[config.mk]
export PLATFORM = sky130hd
export DESIGN_NAME = led_matrix_scanner
export DESIGN_NICKNAME = d
export VERILOG_FILES = /design/src/rtl/lms_pkg.sv /design/src/rtl/lms_cfg_check.sv /design/src/rtl/lms_slot_timer.sv /design/src/rtl/lms_line_drive.sv /design/src/rtl/lms_pin_map.sv /design/src/rtl/led_matrix_scanner.sv
export SDC_FILE = /design/constraint.sdc
export NUM_CORES = 1
export LEC_CHECK = 0
export CORE_AREA = 2 2 107 109
export DETAILED_ROUTE_END_ITERATION = 6
export DIE_AREA = 0 0 109 111
export DONT_BUFFER_PORTS = 1
export PLACE_DENSITY = 0.41
export SLEW_MARGIN = 20
export SYNTH_ARGS = -nofsm -noshare
export SYNTH_HDL_FRONTEND = slang
export SYNTH_SLANG_ARGS = --single-unit
[constraint.sdc]
create_clock -name clk -period 5.1 [get_ports clk]
set_input_delay 0.765 -clock clk [delete_from_list [all_inputs] [get_ports clk]]
set_output_delay 0.765 -clock clk [all_outputs]
set_load 0.03 [all_outputs]
[src/rtl/lms_pkg.sv]
package lms_pkg;
   localparam int unsigned BRIGHT_STEPS = 255;
   localparam int unsigned LINE_CFG_W   = 8;
   localparam int unsigned POL_BIT      = 7;
   localparam int unsigned PIN_SEL_W    = 7;
   localparam int unsigned IDX_W        = 4;
   localparam int unsigned FETCH_LEAD   = 3;

   function automatic int unsigned unit_cycles(input int unsigned clk_hz,
                                               input int unsigned refresh_hz,
                                               input int unsigned npix);
      return clk_hz / (refresh_hz * npix * BRIGHT_STEPS);
   endfunction
endpackage

[src/rtl/lms_cfg_check.sv]
module lms_cfg_check
   import lms_pkg::*;
#(
   parameter int NUM_PIX  = 6,
   parameter int NUM_ROWS = 3,
   parameter int NUM_COLS = 4,
   parameter int ROW_PINS = 4,
   parameter int COL_PINS = 5
)(
   input  logic                         clk,
   input  logic                         rst_n,
   input  logic [NUM_PIX*LINE_CFG_W-1:0]  map_cfg,
   input  logic [NUM_ROWS*LINE_CFG_W-1:0] row_cfg,
   input  logic [NUM_COLS*LINE_CFG_W-1:0] col_cfg,
   output logic                         cfg_bad,
   output logic                         cfg_err_q
);
   logic [NUM_PIX-1:0]  pix_bad;
   logic [NUM_ROWS-1:0] row_bad;
   logic [NUM_COLS-1:0] col_bad;

   for (genvar i = 0; i < NUM_PIX; i++) begin : g_pix
      logic [IDX_W-1:0] r_idx, c_idx;
      assign r_idx = map_cfg[i*LINE_CFG_W+IDX_W +: IDX_W];
      assign c_idx = map_cfg[i*LINE_CFG_W +: IDX_W];
      assign pix_bad[i] = (32'(r_idx) >= NUM_ROWS) || (32'(c_idx) >= NUM_COLS);
   end

   for (genvar r = 0; r < NUM_ROWS; r++) begin : g_row
      assign row_bad[r] = 32'(row_cfg[r*LINE_CFG_W +: PIN_SEL_W]) >= ROW_PINS;
   end

   for (genvar c = 0; c < NUM_COLS; c++) begin : g_col
      assign col_bad[c] = 32'(col_cfg[c*LINE_CFG_W +: PIN_SEL_W]) >= COL_PINS;
   end

   assign cfg_bad = (|pix_bad) || (|row_bad) || (|col_bad);

   always_ff @(posedge clk or negedge rst_n) begin
      if (!rst_n) cfg_err_q <= 1'b0;
      else        cfg_err_q <= cfg_bad;
   end
endmodule

[src/rtl/lms_slot_timer.sv]
module lms_slot_timer
   import lms_pkg::*;
#(
   parameter int NUM_PIX = 6,
   parameter int UNIT    = 1,
   localparam int SLOT   = BRIGHT_STEPS * UNIT,
   localparam int CNT_W  = $clog2(SLOT + 1),
   localparam int PIX_W  = (NUM_PIX > 1) ? $clog2(NUM_PIX) : 1
)(
   input  logic             clk,
   input  logic             rst_n,
   input  logic             blank_set,
   input  logic             blank_clr,
   output logic             fb_rd,
   output logic [PIX_W-1:0] fb_addr,
   input  logic [7:0]       fb_data,
   output logic [PIX_W-1:0] pix_n,
   output logic             row_en_n,
   output logic             col_en_n
);
   localparam logic [PIX_W-1:0] LAST_PIX  = PIX_W'(NUM_PIX - 1);
   localparam logic [CNT_W-1:0] T_END     = CNT_W'(SLOT - 1);
   localparam logic [CNT_W-1:0] T_CAPTURE = CNT_W'(SLOT - 2);
   localparam logic [CNT_W-1:0] T_FETCH   = CNT_W'(SLOT - FETCH_LEAD);

   logic             running, running_n;
   logic             lit, lit_n;
   logic [CNT_W-1:0] tcnt, tcnt_n;
   logic [PIX_W-1:0] pix, pix_succ;
   logic [CNT_W-1:0] pulse, pulse_n;
   logic [7:0]       val_q, val_n;

   assign pix_succ = (pix == LAST_PIX) ? '0 : pix + 1'b1;

   always_comb begin
      running_n = running;
      lit_n     = lit;
      tcnt_n    = tcnt;
      pix_n     = pix;
      pulse_n   = pulse;
      val_n     = val_q;
      if (blank_set) begin
         running_n = 1'b0;
         lit_n     = 1'b0;
      end else if (!running) begin
         if (blank_clr) begin
            running_n = 1'b1;
            lit_n     = 1'b0;
            tcnt_n    = T_FETCH;
            pix_n     = LAST_PIX;
         end
      end else begin
         if (tcnt == T_CAPTURE) val_n = fb_data;
         if (tcnt == T_END) begin
            tcnt_n  = '0;
            pix_n   = pix_succ;
            pulse_n = CNT_W'(32'(val_q) * UNIT);
            lit_n   = 1'b1;
         end else begin
            tcnt_n = tcnt + 1'b1;
         end
      end
   end

   assign row_en_n = running_n && lit_n && (tcnt_n != T_END);
   assign col_en_n = row_en_n && (tcnt_n < pulse_n);

   assign fb_rd   = running && (tcnt == T_FETCH);
   assign fb_addr = pix_succ;

   always_ff @(posedge clk or negedge rst_n) begin
      if (!rst_n) begin
         running <= 1'b0;
         lit     <= 1'b0;
         tcnt    <= '0;
         pix     <= '0;
         pulse   <= '0;
         val_q   <= '0;
      end else begin
         running <= running_n;
         lit     <= lit_n;
         tcnt    <= tcnt_n;
         pix     <= pix_n;
         pulse   <= pulse_n;
         val_q   <= val_n;
      end
   end

   // the pixel index moves only at a slot boundary
   a_r5_pix_hold: assert property (@(posedge clk) disable iff (!rst_n)
      (running && (tcnt != T_END) && !blank_set) |=> $stable(pix));

   // fetch address always names an existing pixel
   a_r11_fetch_in_range: assert property (@(posedge clk) disable iff (!rst_n)
      fb_rd |-> (32'(fb_addr) < NUM_PIX));

   // a blank request halts the slot counter on the next cycle
   a_r8_halt: assert property (@(posedge clk) disable iff (!rst_n)
      blank_set |=> !running);
endmodule

[src/rtl/lms_line_drive.sv]
module lms_line_drive
   import lms_pkg::*;
#(
   parameter int NUM_PIX  = 6,
   parameter int NUM_ROWS = 3,
   parameter int NUM_COLS = 4,
   localparam int PIX_W   = (NUM_PIX > 1) ? $clog2(NUM_PIX) : 1
)(
   input  logic                          clk,
   input  logic                          rst_n,
   input  logic [NUM_PIX*LINE_CFG_W-1:0] map_cfg,
   input  logic [PIX_W-1:0]              pix_n,
   input  logic                          row_en_n,
   input  logic                          col_en_n,
   input  logic                          force_dark,
   output logic [NUM_ROWS-1:0]           row_act_n,
   output logic [NUM_COLS-1:0]           col_act_n,
   output logic [NUM_ROWS-1:0]           row_act_q,
   output logic [NUM_COLS-1:0]           col_act_q
);
   logic [LINE_CFG_W-1:0] entry;
   assign entry = map_cfg[int'(pix_n)*LINE_CFG_W +: LINE_CFG_W];

   for (genvar r = 0; r < NUM_ROWS; r++) begin : g_row
      assign row_act_n[r] = row_en_n && !force_dark &&
                            (32'(entry[LINE_CFG_W-1 -: IDX_W]) == r);
   end

   for (genvar c = 0; c < NUM_COLS; c++) begin : g_col
      assign col_act_n[c] = col_en_n && !force_dark &&
                            (32'(entry[IDX_W-1:0]) == c);
   end

   always_ff @(posedge clk or negedge rst_n) begin
      if (!rst_n) begin
         row_act_q <= '0;
         col_act_q <= '0;
      end else begin
         row_act_q <= row_act_n;
         col_act_q <= col_act_n;
      end
   end

   // never more than one row or one column line on
   a_r7_one_row: assert property (@(posedge clk) disable iff (!rst_n)
      $onehot0(row_act_q));
   a_r7_one_col: assert property (@(posedge clk) disable iff (!rst_n)
      $onehot0(col_act_q));
   // a lit row is followed by itself or by darkness, never by another row
   a_r7_break_before_make: assert property (@(posedge clk) disable iff (!rst_n)
      (row_act_q != '0) |=> ((row_act_q == '0) || (row_act_q == $past(row_act_q))));
   // a column pulse only happens inside a lit row window
   a_r4_col_needs_row: assert property (@(posedge clk) disable iff (!rst_n)
      (col_act_q != '0) |-> (row_act_q != '0));
endmodule

[src/rtl/lms_pin_map.sv]
module lms_pin_map
   import lms_pkg::*;
#(
   parameter int LINES = 3,
   parameter int PINS  = 4
)(
   input  logic                        clk,
   input  logic [LINES*LINE_CFG_W-1:0] line_cfg,
   input  logic [LINES-1:0]            line_act_n,
   output logic [PINS-1:0]             pins_q
);
   logic [PINS-1:0] pins_n;

   always_comb begin
      pins_n = '0;
      for (int l = 0; l < LINES; l++) begin
         for (int p = 0; p < PINS; p++) begin
            if (32'(line_cfg[l*LINE_CFG_W +: PIN_SEL_W]) == p)
               pins_n[p] = pins_n[p] |
                           (line_act_n[l] ^ line_cfg[l*LINE_CFG_W + POL_BIT]);
         end
      end
   end

   always_ff @(posedge clk) pins_q <= pins_n;
endmodule

[src/rtl/led_matrix_scanner.sv]
module led_matrix_scanner
   import lms_pkg::*;
#(
   parameter int NUM_PIX    = 6,
   parameter int NUM_ROWS   = 3,
   parameter int NUM_COLS   = 4,
   parameter int ROW_PINS   = 4,
   parameter int COL_PINS   = 5,
   parameter int CLK_HZ     = 16_000_000,
   parameter int REFRESH_HZ = 10_000,
   localparam int PIX_W     = (NUM_PIX > 1) ? $clog2(NUM_PIX) : 1
)(
   input  logic                           clk,
   input  logic                           rst_n,
   input  logic                           blank_set,
   input  logic                           blank_clr,
   input  logic [NUM_PIX*LINE_CFG_W-1:0]  map_cfg,
   input  logic [NUM_ROWS*LINE_CFG_W-1:0] row_cfg,
   input  logic [NUM_COLS*LINE_CFG_W-1:0] col_cfg,
   output logic                           fb_rd,
   output logic [PIX_W-1:0]               fb_addr,
   input  logic [7:0]                     fb_data,
   output logic [ROW_PINS-1:0]            row_pins,
   output logic [COL_PINS-1:0]            col_pins,
   output logic                           cfg_err
);
   localparam int UNIT = int'(unit_cycles(CLK_HZ, REFRESH_HZ, NUM_PIX));
   localparam int SLOT = BRIGHT_STEPS * UNIT;

   if (UNIT < 1) begin : g_err_unit
      $error("time unit below one clock cycle");
   end
   if (SLOT > 65535) begin : g_err_slot
      $error("pixel slot does not fit in 16 bits");
   end
   if (NUM_ROWS > 16 || NUM_COLS > 16 || NUM_PIX < 1) begin : g_err_lines
      $error("line counts must fit a nibble index");
   end
   if (ROW_PINS > 128 || COL_PINS > 128) begin : g_err_pins
      $error("pin count exceeds the pin select field");
   end

   logic                cfg_bad;
   logic [PIX_W-1:0]    pix_n;
   logic                row_en_n, col_en_n;
   logic [NUM_ROWS-1:0] row_act_n, row_act_q;
   logic [NUM_COLS-1:0] col_act_n, col_act_q;

   lms_cfg_check #(
      .NUM_PIX(NUM_PIX), .NUM_ROWS(NUM_ROWS), .NUM_COLS(NUM_COLS),
      .ROW_PINS(ROW_PINS), .COL_PINS(COL_PINS)
   ) i_cfg (
      .clk(clk), .rst_n(rst_n), .map_cfg(map_cfg), .row_cfg(row_cfg),
      .col_cfg(col_cfg), .cfg_bad(cfg_bad), .cfg_err_q(cfg_err)
   );

   lms_slot_timer #(.NUM_PIX(NUM_PIX), .UNIT(UNIT)) i_timer (
      .clk(clk), .rst_n(rst_n), .blank_set(blank_set), .blank_clr(blank_clr),
      .fb_rd(fb_rd), .fb_addr(fb_addr), .fb_data(fb_data),
      .pix_n(pix_n), .row_en_n(row_en_n), .col_en_n(col_en_n)
   );

   lms_line_drive #(.NUM_PIX(NUM_PIX), .NUM_ROWS(NUM_ROWS), .NUM_COLS(NUM_COLS)) i_lines (
      .clk(clk), .rst_n(rst_n), .map_cfg(map_cfg), .pix_n(pix_n),
      .row_en_n(row_en_n), .col_en_n(col_en_n), .force_dark(cfg_bad || !rst_n),
      .row_act_n(row_act_n), .col_act_n(col_act_n),
      .row_act_q(row_act_q), .col_act_q(col_act_q)
   );

   lms_pin_map #(.LINES(NUM_ROWS), .PINS(ROW_PINS)) i_row_pins (
      .clk(clk), .line_cfg(row_cfg), .line_act_n(row_act_n), .pins_q(row_pins)
   );

   lms_pin_map #(.LINES(NUM_COLS), .PINS(COL_PINS)) i_col_pins (
      .clk(clk), .line_cfg(col_cfg), .line_act_n(col_act_n), .pins_q(col_pins)
   );

   // the cycle after a blank request has no active line
   a_r8_blank_dark: assert property (@(posedge clk) disable iff (!rst_n)
      blank_set |=> ((row_act_q == '0) && (col_act_q == '0)));
   // a flagged configuration keeps every line off
   a_r2_err_dark: assert property (@(posedge clk) disable iff (!rst_n)
      cfg_err |-> ((row_act_q == '0) && (col_act_q == '0)));
endmodule

==> results.py, run 1 <==
metrics = {
    "finish": {
        "nets": 432,
        "fin_cells": 449,
        "final_layout_size_suffix_gt1_share_pct": 13.07,
        "diodes": 0,
        "multi_input_area_sq_um": 1854,
        "synthToLayoutAreaGrowth_pct": 11.34,
        "num-fill-cells": 1155,
        "finalInstanceArea_sq_um": 3218,
        "seqCellArea_sq_um": 930.9,
        "final_util_pct": 29.05,
    },
    "global_routing": {
        "grt_pass1_wl_um": 14080,
        "gr-total-overflow": 0,
        "grtUsageTotal_pct": 14.91,
        "antenna_found_initial": 0,
        "grt_max_degree": 32,
        "grt_pass1_vias": 2545,
    },
    "sta": {
        "setup_tns_ps": 0,
        "rsz0062_at_grt": "false",
        "clock_skew_ps": 10.15,
        "tightest_slew_ps": 954.0,
        "slew-limit-headroom_pct": 35.73,
        "drv_slew": 0,
        "post-route-period-util_pct": 85.39,
        "min_period_ps": 4355,
        "finalSetupViolCount": 0,
        "clock.fmax_ghz": 0.2296,
        "hold_viol": 0,
    },
    "clock_network": {
        "htree_num_levels": 2,
        "cts_hold_buf": 0,
        "cts_setup_buffers": 0,
        "cts_resized": 0,
        "clkSinkCount": 39,
        "cts_tree": "done",
        "root_buffer": "clkbuf_16",
        "cts.clk_slew.worst_paths_ps": 70,
        "clockBufferDepth": 2,
        "cts_made_buffers": 5,
        "clk_latency_ps": 290,
    },
    "outcome": {
        "status": "complete, no violations",
    },
    "setup_path": {
        "critPathRequiredTime_ps": 5310,
        "crit_fanout": 7,
        "end_kind": "register",
        "cp-start-kind": "register",
        "crit_type": "register to register",
        "slowest_delay_ps": 470,
        "cp_cell_sequence": "inv_1 > ha_1 > nand4_1 > a211o_1 > a22o_1 > ha_1 > a21o_1 > a221o_1 > a21o_1 > a211o_1 > a211oi_1 > nand3b_1 > xnor2_1 > nand3_1 > o221ai_1",
        "cp.arrival_ps": 4570,
        "cp_slowest_cell": "dfrtp_1",
        "rr_worst_depth": 15,
    },
    "floorplan": {
        "core-area_sq_um": 11080,
        "die_area_sq_um": 12100,
        "die_w_um": 109,
        "io_pins": 130,
        "fp.dieH_um": 111,
        "start_util_pct": 26.09,
        "rows": 39,
    },
    "worst_hold_path": {
        "hold_path.class": "primary input to async pin",
    },
    "route": {
        "via_per_inst": 5.637,
        "drt-initial-drc-count": 181,
        "post_drt_wl_per_cell_um": 19.53,
        "drc_errors": 0,
        "routed_wl_um": 8771,
        "ant_nets": 0,
        "num_vias": 2531,
        "drt_first_pass_iters": 4,
    },
    "yosys": {
        "synth_edf_count": 0,
        "yosysSeqAreaShare_pct": 32.21,
        "netlist_area_sq_um": 2890,
        "ys_types": 70,
        "syn_avg_cell_area_sq_um": 9.570,
        "synth-seq-cells": 39,
        "syn-instance-count": 302,
        "synth-async-reset-ratio_pct": 76.92,
        "synth_nets": 429,
        "ys_warn_count": 0,
        "synth_ff_type": "dfrtp_1",
    },
    "place": {
        "portBuffers": 0,
        "placed_area_sq_um": 3047,
        "dp.cells": 441,
        "dp_hpwl_um": 7011,
        "gp_congestion": 0.8099,
    },
    "power_and_ir_drop": {
        "power.leakage_nw": 1.253,
        "power_density_nw_per_um2": 396.1,
        "fin_total_pwr_mw": 1.275,
        "irDropWorstVdd_mv": 0.1640,
    },
    "flow_run": {
        "cap_viol_max_count": 0,
    },
}
-- sequential cells by signal (all words and copies together) (netlist names), 3 cells and up --
name / cells
i_timer.val_q: 8
i_timer.tcnt: 8
i_timer.pulse: 8
i_row_pins.pins_q: 4
i_timer.pix: 3
i_col_pins.pins_q: 5
-- Yosys cell counts, types with 4 or more instances --
master | n | share of area (%)
dfrtp_1 | 30 | 26
dfxtp_1 | 9 | 6.2
nand3_1 | 10 | 1.7
or4_1 | 7 | 1.8
a211oi_1 | 7 | 1.8
xnor2_1 | 4 | 1.2
inv_1 | 18 | 2.3
nand3b_1 | 4 | 1.0
a21oi_1 | 6 | 1.0
ha_1 | 11 | 4.8
o31ai_1 | 4 | 1.0
and3_1 | 4 | 0.87
nor2b_1 | 7 | 1.5
o21ai_0 | 12 | 2.1
a221oi_1 | 4 | 1.2
nand4b_1 | 7 | 2.1
and4_1 | 5 | 1.5
nor2_1 | 14 | 1.8
nand4_1 | 24 | 5.2
nand2_1 | 6 | 0.78
nor4_1 | 7 | 1.5
mux2i_1 | 7 | 2.4
mux2_2 | 16 | 6.2
-- report_power, final --
part	switching (mW)	leakage [nW]	total [mW]	internal, mW
Sequential	0.0650	0.431	0.454	0.389
Combinational	0.265	0.741	0.452	0.187
Clock	0.136	0.0804	0.368	0.233
Total	0.466	1.25	1.27	0.809
-- cell families after synthesis --
| family | count (synthesis) | synth area share, % |
|---|---|---|
| mux | 23 | 8.658 |
| simple gates | 123 | 28.83 |
| compound gates | 74 | 19.52 |
| fa+ha+maj | 11 | 4.762 |
| xor+xnor | 7 | 2.381 |
| buf+inv | 25 | 3.636 |
| flops | 39 | 32.21 |
-- critical path: cells and delay by family, from the launching register on --
| family | cells | cell delay [ps] |
|---|---|---|
| adders and majority gates | 2 | 600 |
| buffers and inverters | 1 | 160 |
| and+or+nand+nor | 3 | 600 |
| DFF | 1 | 470 |
| xor gates and xnor gates | 1 | 440 |
| AOI/OAI and AO/OA | 8 | 2010 |
-- final timing paths --
kind                       slack [ps]                           end                  startpoint
max                               740  i_col_pins.pins_q[1]$_DFF_P_   i_timer.tcnt[0]$_DFF_PN0_
min                               170  i_timer.val_q[0]$_DFFE_PN0P_                       rst_n
max reg2reg                       740  i_col_pins.pins_q[1]$_DFF_P_   i_timer.tcnt[0]$_DFF_PN0_
min reg2reg                       500    i_timer.pulse[4]$_DFF_PN0_  i_timer.pulse[4]$_DFF_PN0_
max in group asynchronous        4840      i_timer.pix[2]$_DFF_PN0_                       rst_n
min in group clk                  500    i_timer.pulse[4]$_DFF_PN0_  i_timer.pulse[4]$_DFF_PN0_
-- layer usage --
| layer | GRT usage (%) | vias up | part of all wire [%] |
|---|---|---|---|
| met5 | 0 | - | 0 |
| met4 | 3.761 | 0 | 1.1 |
| met3 | 3.939 | 8 | 6.7 |
| met2 | 21.86 | 82 | 45 |
| met1 | 21.57 | 1218 | 48 |
| li1 | - | 1223 | - |
-- metrics by stage --
stage / worst slack [ps] / hold slack, ps
after CTS: 766.4 / 156.7
after global placement: 867.2 / 471.9
after detailed placement: 812.4 / 472.2
final: 745.0 / 167.9
after global routing: 391.9 / 151.5
after floorplan: 1181 / 451.6
-- layout by cell type (no fill, tap or decap), drive strengths merged, types with 9 or more instances in the layout --
cell type   n
nand4      25
nor2       14
mux2       16
nand3      10
inv        20
nor4       12
o21ai      13
dfxtp       9
ha         11
dfrtp      30
-- layout make-up --
class	count	area share (%)
clock inverter	3	1.439
clock buffer	5	3.888
tap	143	5.560
multi-input combinational	238	57.62
timing repair buffer	1	0.2333
inverter	20	2.333
sequential	39	28.93
(Power assumes the default switching activity.)
==> inputs of run 2 (changes only) <==
--- a/config.mk
+++ b/config.mk
@@ -5,11 +5,13 @@
 export SDC_FILE = /design/constraint.sdc
 export NUM_CORES = 1
 export LEC_CHECK = 0
+export CELL_PAD_IN_SITES_DETAIL_PLACEMENT = 2
+export CELL_PAD_IN_SITES_GLOBAL_PLACEMENT = 2
 export CORE_AREA = 2 2 107 109
 export DETAILED_ROUTE_END_ITERATION = 6
 export DIE_AREA = 0 0 109 111
 export DONT_BUFFER_PORTS = 1
-export PLACE_DENSITY = 0.41
+export PLACE_DENSITY = 0.62
 export SLEW_MARGIN = 20
 export SYNTH_ARGS = -nofsm -noshare
 export SYNTH_HDL_FRONTEND = slang
==> constraint.sdc (replaced) <==
create_clock -name clk -period 5.35 [get_ports clk]
set_input_delay 0.8025 -clock clk [delete_from_list [all_inputs] [get_ports clk]]
set_output_delay 0.8025 -clock clk [all_outputs]
set_load 0.03 [all_outputs]
==> results.py, run 2 (synthesis gave the netlist of run 1 again) <==
metrics = {
    "floorplan": {
        "fp.dieH_um": 111,
        "die_w_um": 109,
        "die_area_sq_um": 12100,
        "rows": 39,
        "start_util_pct": 26.09,
        "core-area_sq_um": 11080,
        "io_pins": 130,
    },
    "sta": {
        "rsz0062_at_grt": "false",
        "finalSetupViolCount": 0,
        "drv_slew": 0,
        "tightest_slew_ps": 917.3,
        "post-route-period-util_pct": 79.95,
        "setup_tns_ps": 0,
        "clock_skew_ps": 5.374,
        "clock.fmax_ghz": 0.2338,
        "slew-limit-headroom_pct": 38.20,
        "hold_viol": 0,
        "min_period_ps": 4277,
    },
    "finish": {
        "most-common-layout-cells": "30 x dfrtp_1, 24 x nand4_1, 18 x inv_1",
        "diodes": 0,
        "layout_commonest_cell": "dfrtp_1",
        "final_layout_size_suffix_gt1_share_pct": 13.07,
        "synthToLayoutAreaGrowth_pct": 11.56,
        "reg.largest.list": "i_timer.pulse x8, i_timer.tcnt x8, i_timer.val_q x8",
        "nets": 432,
    },
    "setup_path": {
        "rr_worst_depth": 15,
        "end_kind": "register",
        "cp-start-kind": "register",
        "crit_type": "register to register",
        "cp.arrival_ps": 4490,
        "critPathRequiredTime_ps": 5560,
        "crit_fanout": 7,
    },
    "global_routing": {
        "gr-total-overflow": 0,
        "grtUsageTotal_pct": 16.67,
        "antenna_found_initial": 0,
        "grt_pass1_vias": 2912,
        "grt_max_degree": 32,
        "grt_pass1_wl_um": 15680,
    },
    "clock_network": {
        "cts_resized": 0,
        "cts_made_buffers": 5,
        "cts_tree": "done",
        "clk_latency_ps": 290,
        "clkSinkCount": 39,
        "cts_hold_buf": 0,
        "clockBufferDepth": 2,
        "htree_num_levels": 2,
        "cts_setup_buffers": 0,
        "cts.clk_slew.worst_paths_ps": 60,
        "root_buffer": "clkbuf_16",
    },
    "worst_hold_path": {
        "hold_path.class": "primary input to async pin",
    },
    "route": {
        "routed_wl_um": 9823,
        "ant_nets": 0,
        "drt-initial-drc-count": 81,
        "post_drt_wl_per_cell_um": 21.88,
        "drt_first_pass_iters": 4,
        "num_vias": 2663,
        "via_per_inst": 5.931,
        "drc_errors": 0,
    },
    "power_and_ir_drop": {
        "power_density_nw_per_um2": 382.8,
        "irDropWorstVdd_mv": 0.1318,
        "power.leakage_nw": 1.260,
        "fin_total_pwr_mw": 1.234,
    },
    "place": {
        "portBuffers": 0,
        "gp_congestion": 0.7963,
        "dp_hpwl_um": 8045,
    },
    "flow_run": {
        "cap_viol_max_count": 0,
    },
    "outcome": {
        "status": "complete, no violations",
    },
}
## run 2: cell types whose count changed in the layout (fill, tap and decap cells not counted)
| cell | delta |
|---|---|
| clkbuf_8 | +1 |
| clkinvlp_4 | -1 |
## run 2: critical path: stages, from the launching register on
cell      delay (ps)
dfrtp_1          450
inv_1            160
ha_1             270
nand4_1          310
a211o_1          360
a22o_1           220
ha_1             320
a21o_1           160
a221o_1          340
a21o_1           180
a211o_1          230
a211oi_1         330
nand3b_1         150
xnor2_1          410
nand3_1          120
o221ai_1         180
## run 2: final cells by class
class	count	area, sq um
Multi-Input combinational cell	238	1854
Sequential cell	39	930.9
Clock buffer	6	138.9
Clock inverter	2	38.79
Inverter	20	75.07
Fill cell	1235	7853
Timing Repair Buffer	1	7.507
Tap cell	143	178.9
## run 2: report_power, final
part | switching (mW) | total, mW | internal (mW)
clock network | 0.125 | 0.360 | 0.234
registers | 0.0671 | 0.439 | 0.372
logic | 0.257 | 0.436 | 0.179
## run 2: final timing paths
kind	from	end	slack [ps]
max in group asynchronous	rst_n	i_timer.pix[1]$_DFF_PN0_	5060
max reg2reg	i_timer.tcnt[0]$_DFF_PN0_	i_col_pins.pins_q[1]$_DFF_P_	1070
max	i_timer.tcnt[0]$_DFF_PN0_	i_col_pins.pins_q[1]$_DFF_P_	1070
min in group clk	i_timer.pulse[0]$_DFF_PN0_	i_timer.pulse[0]$_DFF_PN0_	500
min reg2reg	i_timer.pulse[0]$_DFF_PN0_	i_timer.pulse[0]$_DFF_PN0_	500
min	rst_n	i_timer.val_q[5]$_DFFE_PN0P_	200
## run 2: through the flow
step	setup WS, ps	cells	utilization, %	area [sq um]	hold WS [ps]
detailed placement	1005	441	27.50	3047	490.7
global placement	1104	441	27.50	3047	479.9
finish	1073	449	29.11	3224	204.9
global route	730.2	449	29.11	3224	184.4
floorplan	1394	302	-	2890	451.6
CTS	1081	449	29.11	3224	193.3
## run 2: metal layers
metal / vias up / track usage (%) / routed length (um)
li1: 1223 / - / -
met5: - / 0 / 0
met1: 1331 / 20.95 / 4176
met4: 0 / 5.128 / 168
met2: 94 / 27.20 / 4789
met3: 15 / 4.938 / 688
==> inputs of run 3 (changes only) <==
==> constraint.sdc (replaced) <==
create_clock -name clk -period 4.43 [get_ports clk]
set_input_delay 0.6645 -clock clk [delete_from_list [all_inputs] [get_ports clk]]
set_output_delay 0.6645 -clock clk [all_outputs]
set_load 0.03 [all_outputs]
==> results.py, run 3 (synthesis gave the netlist of run 1 again) <==
metrics = {
    "outcome": {
        "status": "complete, no violations",
    },
    "floorplan": {
        "die_area_sq_um": 12100,
        "die_w_um": 109,
        "start_util_pct": 26.09,
        "rows": 39,
        "core-area_sq_um": 11080,
        "io_pins": 130,
        "fp.dieH_um": 111,
    },
    "setup_path": {
        "rr_worst_depth": 15,
        "crit_type": "register to register",
        "critPathRequiredTime_ps": 4590,
        "end_kind": "register",
        "cp.arrival_ps": 4340,
        "cp-start-kind": "register",
        "crit_fanout": 7,
    },
    "global_routing": {
        "grt_pass1_vias": 2822,
        "grtUsageTotal_pct": 16.88,
        "antenna_found_initial": 0,
        "grt_max_degree": 32,
        "gr-total-overflow": 0,
        "grt_pass1_wl_um": 15800,
    },
    "clock_network": {
        "cts.clk_slew.worst_paths_ps": 70,
        "cts_made_buffers": 5,
        "clkSinkCount": 39,
        "cts_hold_buf": 0,
        "htree_num_levels": 2,
        "cts_tree": "done",
        "root_buffer": "clkbuf_16",
        "clockBufferDepth": 2,
        "clk_latency_ps": 290,
    },
    "place": {
        "gp_congestion": 0.8050,
        "dp_hpwl_um": 7985,
        "portBuffers": 0,
    },
    "finish": {
        "final_util_pct": 29.61,
        "layout_commonest_cell": "dfrtp_1",
        "nets": 438,
        "final_layout_size_suffix_gt1_share_pct": 15.06,
        "reg.largest.list": "i_timer.pulse x8, i_timer.tcnt x8, i_timer.val_q x8",
        "synthToLayoutAreaGrowth_pct": 13.46,
        "most-common-layout-cells": "30 x dfrtp_1, 24 x nand4_1, 18 x inv_1",
        "diodes": 0,
    },
    "worst_hold_path": {
        "hold_path.class": "primary input to async pin",
    },
    "route": {
        "post_drt_wl_per_cell_um": 21.84,
        "drt_first_pass_iters": 4,
        "ant_nets": 0,
        "num_vias": 2638,
        "drt-initial-drc-count": 120,
        "drc_errors": 0,
        "via_per_inst": 5.798,
        "routed_wl_um": 9935,
    },
    "power_and_ir_drop": {
        "power.leakage_nw": 1.284,
        "p_seq_share_pct": 34.4,
        "swShare_pct": 37.23,
        "pwr-share-comb_pct": 37.4,
        "irDropWorstVdd_mv": 0.1651,
        "power.internal_mw": 0.9527,
        "p_clk_share_pct": 28.2,
        "power_density_nw_per_um2": 462.8,
        "switching_power_mw": 0.5649,
    },
    "sta": {
        "finalSetupViolCount": 0,
        "clock_skew_ps": 7.612,
        "clock.fmax_ghz": 0.2393,
        "post-route-period-util_pct": 94.34,
        "hold_viol": 0,
        "drv_slew": 0,
        "slew-limit-headroom_pct": 36.15,
        "setup_tns_ps": 0,
        "tightest_slew_ps": 947.7,
        "min_period_ps": 4179,
        "rsz0062_at_grt": "false",
    },
    "flow_run": {
        "cap_viol_max_count": 0,
    },
}
[run 3: through the flow]
step,hold WS (ps),area (sq um),power [mW],worst slack (ps),instances
2_1_floorplan,368.9,2890,0.9184,611.7,302
3_3_place_gp,370.0,3092,1.074,343.7,447
3_5_place_dp,369.7,3092,1.088,275.4,447
4_1_cts,55.01,3263,1.535,215.2,455
5_1_grt,48.73,3279,1.633,2.681,455
6_report,62.48,3279,1.518,250.9,455
[run 3: final cells by class]
class	count	area (sq um)
fill	1220	7797
sequential	39	930.9
multi-input combinational	238	1871
clock inverter	3	46.29
tap	143	178.9
clock buffer	5	125.1
inverter	20	75.07
timing repair buffer	7	52.55
[run 3: power by group through the flow]
| stage | Sequential (mW) | Clock, mW | Combinational, mW |
|---|---|---|---|
| floorplan | 0.494 | 0 | 0.424 |
| global placement | 0.525 | 0 | 0.549 |
| detailed placement | 0.529 | 0 | 0.559 |
| CTS | 0.524 | 0.441 | 0.570 |
| global route | 0.535 | 0.455 | 0.642 |
| finish | 0.522 | 0.428 | 0.567 |
[run 3: worst paths after layout]
| check | end | startpoint | slack, ps |
|---|---|---|---|
| setup / recovery | i_col_pins.pins_q[1]$_DFF_P_ | i_timer.tcnt[0]$_DFF_PN0_ | 250 |
| setup reg to reg | i_col_pins.pins_q[1]$_DFF_P_ | i_timer.tcnt[0]$_DFF_PN0_ | 250 |
| min in group clk | i_timer.lit$_DFF_PN0_ | blank_set | 430 |
| max in group asynchronous | i_timer.pix[1]$_DFF_PN0_ | rst_n | 4280 |
| hold reg to reg | i_timer.pulse[4]$_DFF_PN0_ | i_timer.pulse[4]$_DFF_PN0_ | 500 |
| hold / removal | i_timer.val_q[5]$_DFFE_PN0P_ | rst_n | 60 |
[run 3: metal layers]
metal	up-vias	GRT usage (%)	routed length, um
met3	5	5.173	628
met2	82	26.75	4837
met1	1320	22.52	4386
li1	1231	-	-
met4	0	3.590	81
met5	-	0	0
[run 3: timing repair]
item,4_1_cts,5_1_grt
gates resized for setup,0,2
setup endpoints to repair,0,5
setup buffers,0,0
[run 3: critical path, cell delays in order (launching register included)]
cell and delay [ps]:
dfrtp_1 460, inv_1 160, ha_1 310, nand4_1 160, a211o_1 290, a22o_1 240, ha_1 320, a21o_1 160
a221o_1 340, a21o_1 180, a211o_1 240, a211oi_1 360, nand3_1 170, xnor2_1 240, a32oi_1 260, o221ai_1 150
